--- src/rtl/vol_ramp.sv ---
module vol_ramp #(
  parameter int W = 16,
  parameter logic [7:0] CODE_ATT = 8'h84,
  parameter logic [7:0] CODE_EN  = 8'h83,
  parameter logic [7:0] ATT_INIT = 8'd64
) (
  input  logic                clk,
  input  logic                rst_n,
  input  logic                cmd_we,
  input  logic [7:0]          cmd_code,
  input  logic [7:0]          cmd_data,
  input  logic                smp_valid,
  input  logic signed [W-1:0] left_in,
  input  logic signed [W-1:0] right_in,
  output logic                out_valid,
  output logic signed [W-1:0] left_out,
  output logic signed [W-1:0] right_out,
  output logic                settled
);
  localparam int PW = W + 10;
  localparam logic [8:0] UNITY = 9'd256;

  logic [7:0] att_q;
  logic       en_q;
  logic [8:0] coef_q;
  logic [1:0] cnt_q;
  logic [8:0] tgt;
  logic       wr_att, wr_en, tick;
  logic signed [PW-1:0] pl, pr;

  assign tgt     = en_q ? {1'b0, att_q} : UNITY;
  assign settled = (coef_q == tgt);
  assign wr_att  = cmd_we && (cmd_code == CODE_ATT);
  assign wr_en   = cmd_we && (cmd_code == CODE_EN);
  assign tick    = smp_valid && (cnt_q == 2'd3);
  assign pl      = left_in  * $signed({1'b0, coef_q});
  assign pr      = right_in * $signed({1'b0, coef_q});

  always_ff @(posedge clk) begin
    if (!rst_n) begin
      att_q <= ATT_INIT;
      en_q  <= 1'b0;
    end else begin
      if (wr_att) att_q <= cmd_data;
      if (wr_en)  en_q  <= cmd_data[0];
    end
  end

  always_ff @(posedge clk) begin
    if (!rst_n)
      cnt_q <= 2'd0;
    else if ((wr_att || wr_en) && settled)
      cnt_q <= 2'd0;
    else if (smp_valid)
      cnt_q <= cnt_q + 2'd1;
  end

  always_ff @(posedge clk) begin
    if (!rst_n)
      coef_q <= UNITY;
    else if (tick && !settled)
      coef_q <= (coef_q < tgt) ? coef_q + 9'd1 : coef_q - 9'd1;
  end

  always_ff @(posedge clk) begin
    if (!rst_n) begin
      out_valid <= 1'b0;
      left_out  <= '0;
      right_out <= '0;
    end else begin
      out_valid <= smp_valid;
      if (smp_valid) begin
        left_out  <= pl[W+7:8];
        right_out <= pr[W+7:8];
      end
    end
  end

  assert_coef_range_R9: assert property (@(posedge clk) disable iff (!rst_n)
    coef_q <= UNITY);

  assert_single_step_R5: assert property (@(posedge clk) disable iff (!rst_n)
    (coef_q == $past(coef_q)) || (coef_q == $past(coef_q) + 9'd1) ||
    (coef_q + 9'd1 == $past(coef_q)));

  assert_hold_when_settled_R8: assert property (@(posedge clk) disable iff (!rst_n)
    settled |=> $stable(coef_q));

  assert_no_move_without_strobe_R5: assert property (@(posedge clk) disable iff (!rst_n)
    !smp_valid |=> $stable(coef_q));

  assert_out_follows_strobe_R4: assert property (@(posedge clk) disable iff (!rst_n)
    smp_valid |=> out_valid);

  assert_toward_target_R7: assert property (@(posedge clk) disable iff (!rst_n)
    (coef_q < tgt) |=> (coef_q >= $past(coef_q)));
endmodule

--- config.mk ---
export PLATFORM = sky130hd
export DESIGN_NAME = vol_ramp
export DESIGN_NICKNAME = d
export VERILOG_FILES = /design/src/rtl/vol_ramp.sv
export SDC_FILE = /design/constraint.sdc
export NUM_CORES = 1
export LEC_CHECK = 0
export BUFFER_PORTS_ARGS = -buffer_cell sky130_fd_sc_hd__buf_2
export CORE_MARGIN = 8
export CORE_UTILIZATION = 58
export DETAILED_ROUTE_END_ITERATION = 10
export MAX_ROUTING_LAYER = met4
export PLACE_DENSITY = 0.76
export SLEW_MARGIN = 20
export SYNTH_ARGS = -nofsm -noshare
export SYNTH_HDL_FRONTEND = slang
export SYNTH_SLANG_ARGS = --single-unit
--- constraint.sdc ---
create_clock -name clk -period 6 [get_ports clk]
set_clock_uncertainty 0.15 [all_clocks]
set_input_delay 0.9 -clock clk [delete_from_list [all_inputs] [get_ports clk]]
set_output_delay 0.9 -clock clk [all_outputs]
set_load 0.005 [all_outputs]
* Word-level counts from Yosys, hierarchy flattened
Index checks and enable logic that the tools add are counted.
Cells by class: add/sub/neg operators 3, multipliers 2, order comparisons 1, equal/unequal tests 4, mux-type cells 2, bitwise gates (word level) 1, reduce and logical (&&, ||, !) cells 8
Operator list (number):
- 16-bit by 10-bit multiplier with 24-bit output | 2
- 9-bit two-way mux | 2
- 8-bit == test, second input constant | 2
- 9-bit by 1-bit adder with 9-bit output, second input constant | 1
- 9-bit == test | 1
- 9-bit less-than comparator | 1
- 9-bit by 1-bit subtractor with 9-bit output, second input constant | 1
- 1-bit logical AND | 5
- 2-bit by 1-bit adder with 2-bit output, second input constant | 1
- 2-bit == test, second input constant | 1
- 2-bit OR reduction | 1
- 1-bit logical NOT | 1
- 1-bit logical OR | 1
- 1-bit NOT | 1
Word-level totals: register bits after elaboration 53, bits of input ports 52, output and inout bits 34, word-level logic and storage cells 28

* Longest topological paths before layout
word-level depth 5, depth in mapped cells 22, depth with buffers taken out 21

* Least setup slack after synthesis
No wires, ideal clock.
kind input to register, from input left_in[13], to register left_out[13], setup time 122 ps, arrival 5527 ps, data required time 5728 ps, path slack 201 ps, cell stages on the path 20, buffers on the path 1, cells stage by stage clkbuf_1 -> nand2_1 -> fa_1 -> inv_1 -> fa_1 -> fa_1 -> fa_1 -> inv_1 -> fa_1 -> inv_1 -> ha_1 -> a21o_1 -> a21o_1 -> a21oi_1 -> nand3_1 -> o31ai_4 -> o21ai_2 -> nand2_2 -> mux2i_1 -> a311o_1
Between the ends: word-level cells in the longest chain between the ends 1
Ends and longest elaborated chain:
- start: declaration | line 13 | input logic signed [W-1:0] left_in,
- 16-bit by 10-bit multiplier with 24-bit output | line 36 | assign pl = left_in * $signed({1'b0, coef_q});
- end signal: assignment | line 73 | left_out <= pl[W+7:8];
- end: declaration | line 16 | output logic signed [W-1:0] left_out,
Every way passes these cells. A chain may end at the register's enable or synchronous reset.

* Worst setup path in the final report
from input left_in[12], to register left_out[13]
Same word-level chain as after synthesis.

==> summary.md <==
| Metric | Value |
|---|---|
| Mapped Avg Cell Area | `8.791 sq um` |
| Primary FF master, synth | `dfxtp_1` |
| EDFF count, synth | `0` |
| Worst slew margin | `41.36%` |
| Post-DRT Antenna Nets | `0` |
| Register area share after synthesis | `8.778%` |
| Nets | `1,831` |
| Post-Syn Instances | `1,375` |
| Final hold violation count | `0` |
| CTS root buffer | `clkbuf_16` |
| CP Launch Type | `primary input` |
| Post-layout minimum cycle time | `5.715 ns` |
| Complex-gate fraction of the synthesized area | `6.852%` |
| Yosys synthesis warning count | `0` |
| CTS buffer count | `5` |
| Final Core Density | `62.97%` |
| Max-Cap Viols | `0` |
| Synth unique cells | `56` |
| Leakage | `6.994 nW` |
| Post-Synth Adder-Cell Area | `50.04%` |
| Detailed placement HPWL | `23.06 mm` |
| Syn_nets | `1,773` |
| DR iter-0 viols | `537` |
| Overflow after GRT | `0` |
| Fin crit share | `95.25%` |
| Resized cells post-CTS | `0` |
| GR Util All Layers | `24.48%` |
| Die height | `160.4 um` |
| Simple-gate share of the synthesized area | `18.68%` |
| Initial antenna violation count | `0` |
| CTS tree | `yes` |
| RSZ-0062 raised after global routing | `no` |
| Max VDD drop | `106.6 uV` |
| Main combinational cell family by area after synthesis | `adder cells` |
| DP Worst Slack | `-0.09562 ns` |
| Total die area | `25,720 sq um` |
| Finish-stage setup viols | `0` |
| Initial core utilization | `58.24%` |
| Yosys reg bits | `53` |
| CP most frequent cell | `fa_1` |
| H-tree depth | `2` |
| Drt wl/cell | `16.74 um` |
| Synth Area in XOR/XNOR | `3.840%` |
| Syn Std Cell Area | `12,090 sq um` |
| Area of the multi-input gates | `9763 sq um` |
| Final-report max-slew violation count | `0` |
| Crit path buf inv count | `4` |
| Drt drc | `0` |
| Power Total | `0.0009260 W` |
| Critical path's largest stage delay | `0.54 ns` |
| Critical Path Fanout Max | `9` |
| Largest net degree at the start of global routing | `58` |
| Num rows | `53` |
| Crit path max-delay family | `adder cells` |
| FF+latch area | `1065 sq um` |
| Mux contribution to synthesized area | `1.325%` |
| Worst-path cell chain | `buf_2 -> nand2_1 -> fa_1 -> inv_1 -> fa_1 -> fa_1 -> fa_1 -> inv_1 -> fa_1 -> inv_1 -> ha_1 -> a21o_1 -> a21o_1 -> a21oi_1 -> nand3_1 -> o31ai_4 -> o21ai_2 -> nand2_2 -> mux2i_1 -> a311o_1` |
| Top Ports | `86` |
| Post-synth ARST share | `0%` |
| First-pass GRT wire length | `49.98 mm` |
| Final wirelength | `28.62 mm` |
| Status | `finished, final reports clean` |
| Setup crit end kind | `flop` |
| Via count | `9,222` |
| Clock latency at the later pin of the worst-skew pair | `0.31 ns` |
| CP max-delay cell | `fa_1` |
| Clk buf depth | `2` |
| Critical path arrival | `5.76 ns` |
| Vias per inst | `5.396` |
| Slew @ Worst Pin | `0.8797 ns` |
| Clock slew seen by the registers of the worst setup and hold paths | `0.07 ns` |
| Antenna cells | `0` |
| HP Class | `reg2reg` |
| Area growth syn-to-layout | `8.125%` |
| Vias in the first global route | `10,340` |
| Hold_buf cts | `0` |
| Worst Path Required | `6.04 ns` |
| Fillers | `1,787` |
| Die Wd | `160.4 um` |
| Fmax | `0.1750 GHz` |
| CP Class | `in2reg` |
| Worst setup margin | `0.2850 ns` |
| Drt pass-1 iters | `5` |
| Post-CTS Setup Inserts | `0` |
| Pwr/cell area | `70.85 nW/um^2` |
| Port buffer count | `85` |
| Core area | `20,760 sq um` |
| Share of cells above drive strength 1 | `10.32%` |
| Global placement routability congestion | `0.8601` |
| Min Hold Slack | `0.3045 ns` |
| # clock sinks | `53` |
==> cell usage in the layout (no fill, tap or decap), types with 6 or more instances in the layout <==
cell type	count
inv_1	274
fa_1	229
nand2_1	206
and2_1	147
ha_1	117
buf_2	85
dfxtp_1	50
xnor2_1	36
a21oi_1	28
nor2b_1	25
o21ai_0	25
nor2_1	24
buf_4	23
xor2_1	17
mux2i_1	16
nand3_1	12
nor3_1	9
a21o_1	9
a21boi_0	9
nand3b_1	6
==> where the power goes <==
part	leakage (nW)	switching (W)	total [W]	internal (W)
combinational	6.48	0.000124	0.000210	0.0000861
clock	0.0810	0.000141	0.000340	0.000198
sequential	0.436	0.00000953	0.000376	0.000366
==> synth_stat cells (2+ instances only) <==
library cell  number  area share [%]
inv_1            274             8.5
fa_1             229              38
nand2_1          206             6.4
and2_1           147             7.6
ha_1             117              12
dfxtp_1           53             8.8
clkbuf_1          52             1.6
xnor2_1           36             2.6
a21oi_1           29             1.2
nor2b_1           25             1.3
o21ai_0           25             1.0
nor2_1            24            0.75
xor2_1            17             1.2
mux2i_1           16             1.3
nand3_1           12            0.50
a21boi_0           9            0.56
a21o_1             9            0.56
nor3_1             9            0.37
buf_1              8            0.25
nand3b_1           6            0.37
a31oi_1            5            0.26
o21ai_2            5            0.36
o21bai_1           5            0.31
a21oi_2            4            0.29
nor4_1             4            0.21
o21a_1             4            0.25
o21ai_1            4            0.17
or2_2              4            0.21
nand4_1            3            0.16
a211oi_1           2            0.12
and3_1             2            0.10
buf_2              2           0.083
nand2b_1           2            0.10
nand4b_1           2            0.14
o31ai_1            2            0.12
or3_1              2            0.10
==> stage by stage <==
stage | instance area (sq um) | instances | TNS, ns
finish | 13070 | 1709 | 0
global route | 13070 | 1709 | 0
detailed placement | 12890 | 1701 | -0.2377
global placement | 12890 | 1701 | 0
floorplan | 12090 | 1375 | 0
CTS | 13060 | 1709 | 0
==> routing by layer <==
layer	part of all wire, %	track usage [%]
met2	51	42.12
met1	40	29.26
met3	4.6	2.687
met4	3.9	9.303
met5	0	-
==> worst register-to-register path: cells and delay by family (launching register included) <==
family | cells | cell delay, ns
and+or+nand+nor | 3 | 0.37
adders and majority gates | 6 | 2.88
muxes | 1 | 0.12
buffers and inverters | 4 | 0.38
AOI/OAI and AO/OA | 5 | 1.06
DFF | 1 | 0.55
==> final timing paths <==
kind                 from            to  slack, ns  depth (start not counted)
max           left_in[12]  left_out[13]       0.29                         20
min          left_out[12]  left_out[12]       0.30                          2
max reg2reg     coef_q[4]  left_out[13]       0.39                         19
min reg2reg  left_out[12]  left_out[12]       0.30                          2
==> registers in the layout, indices dropped and copies added (netlist names) <==
name       cells
en_q           1
att_q          8
out_valid      1
cnt_q          2
left_out      16
right_out     16
coef_q         9
==> area by class of cell <==
| type | count | area share [%] |
|---|---|---|
| Timing Repair Buffer | 113 | 5.342 |
| Tap cell | 275 | 2.633 |
| Sequential cell | 53 | 8.147 |
| Multi-Input combinational cell | 985 | 74.70 |
| Clock buffer | 6 | 0.9860 |
| Inverter | 275 | 7.898 |
| Clock inverter | 2 | 0.2968 |
==> cell families after synthesis <==
family	count (synthesis)
xor+xnor	53
fa+ha+maj	346
mux	16
simple gates	453
compound gates	117
flops	53
buf+inv	337
Note: power is estimated with default switching activity, not from simulation.
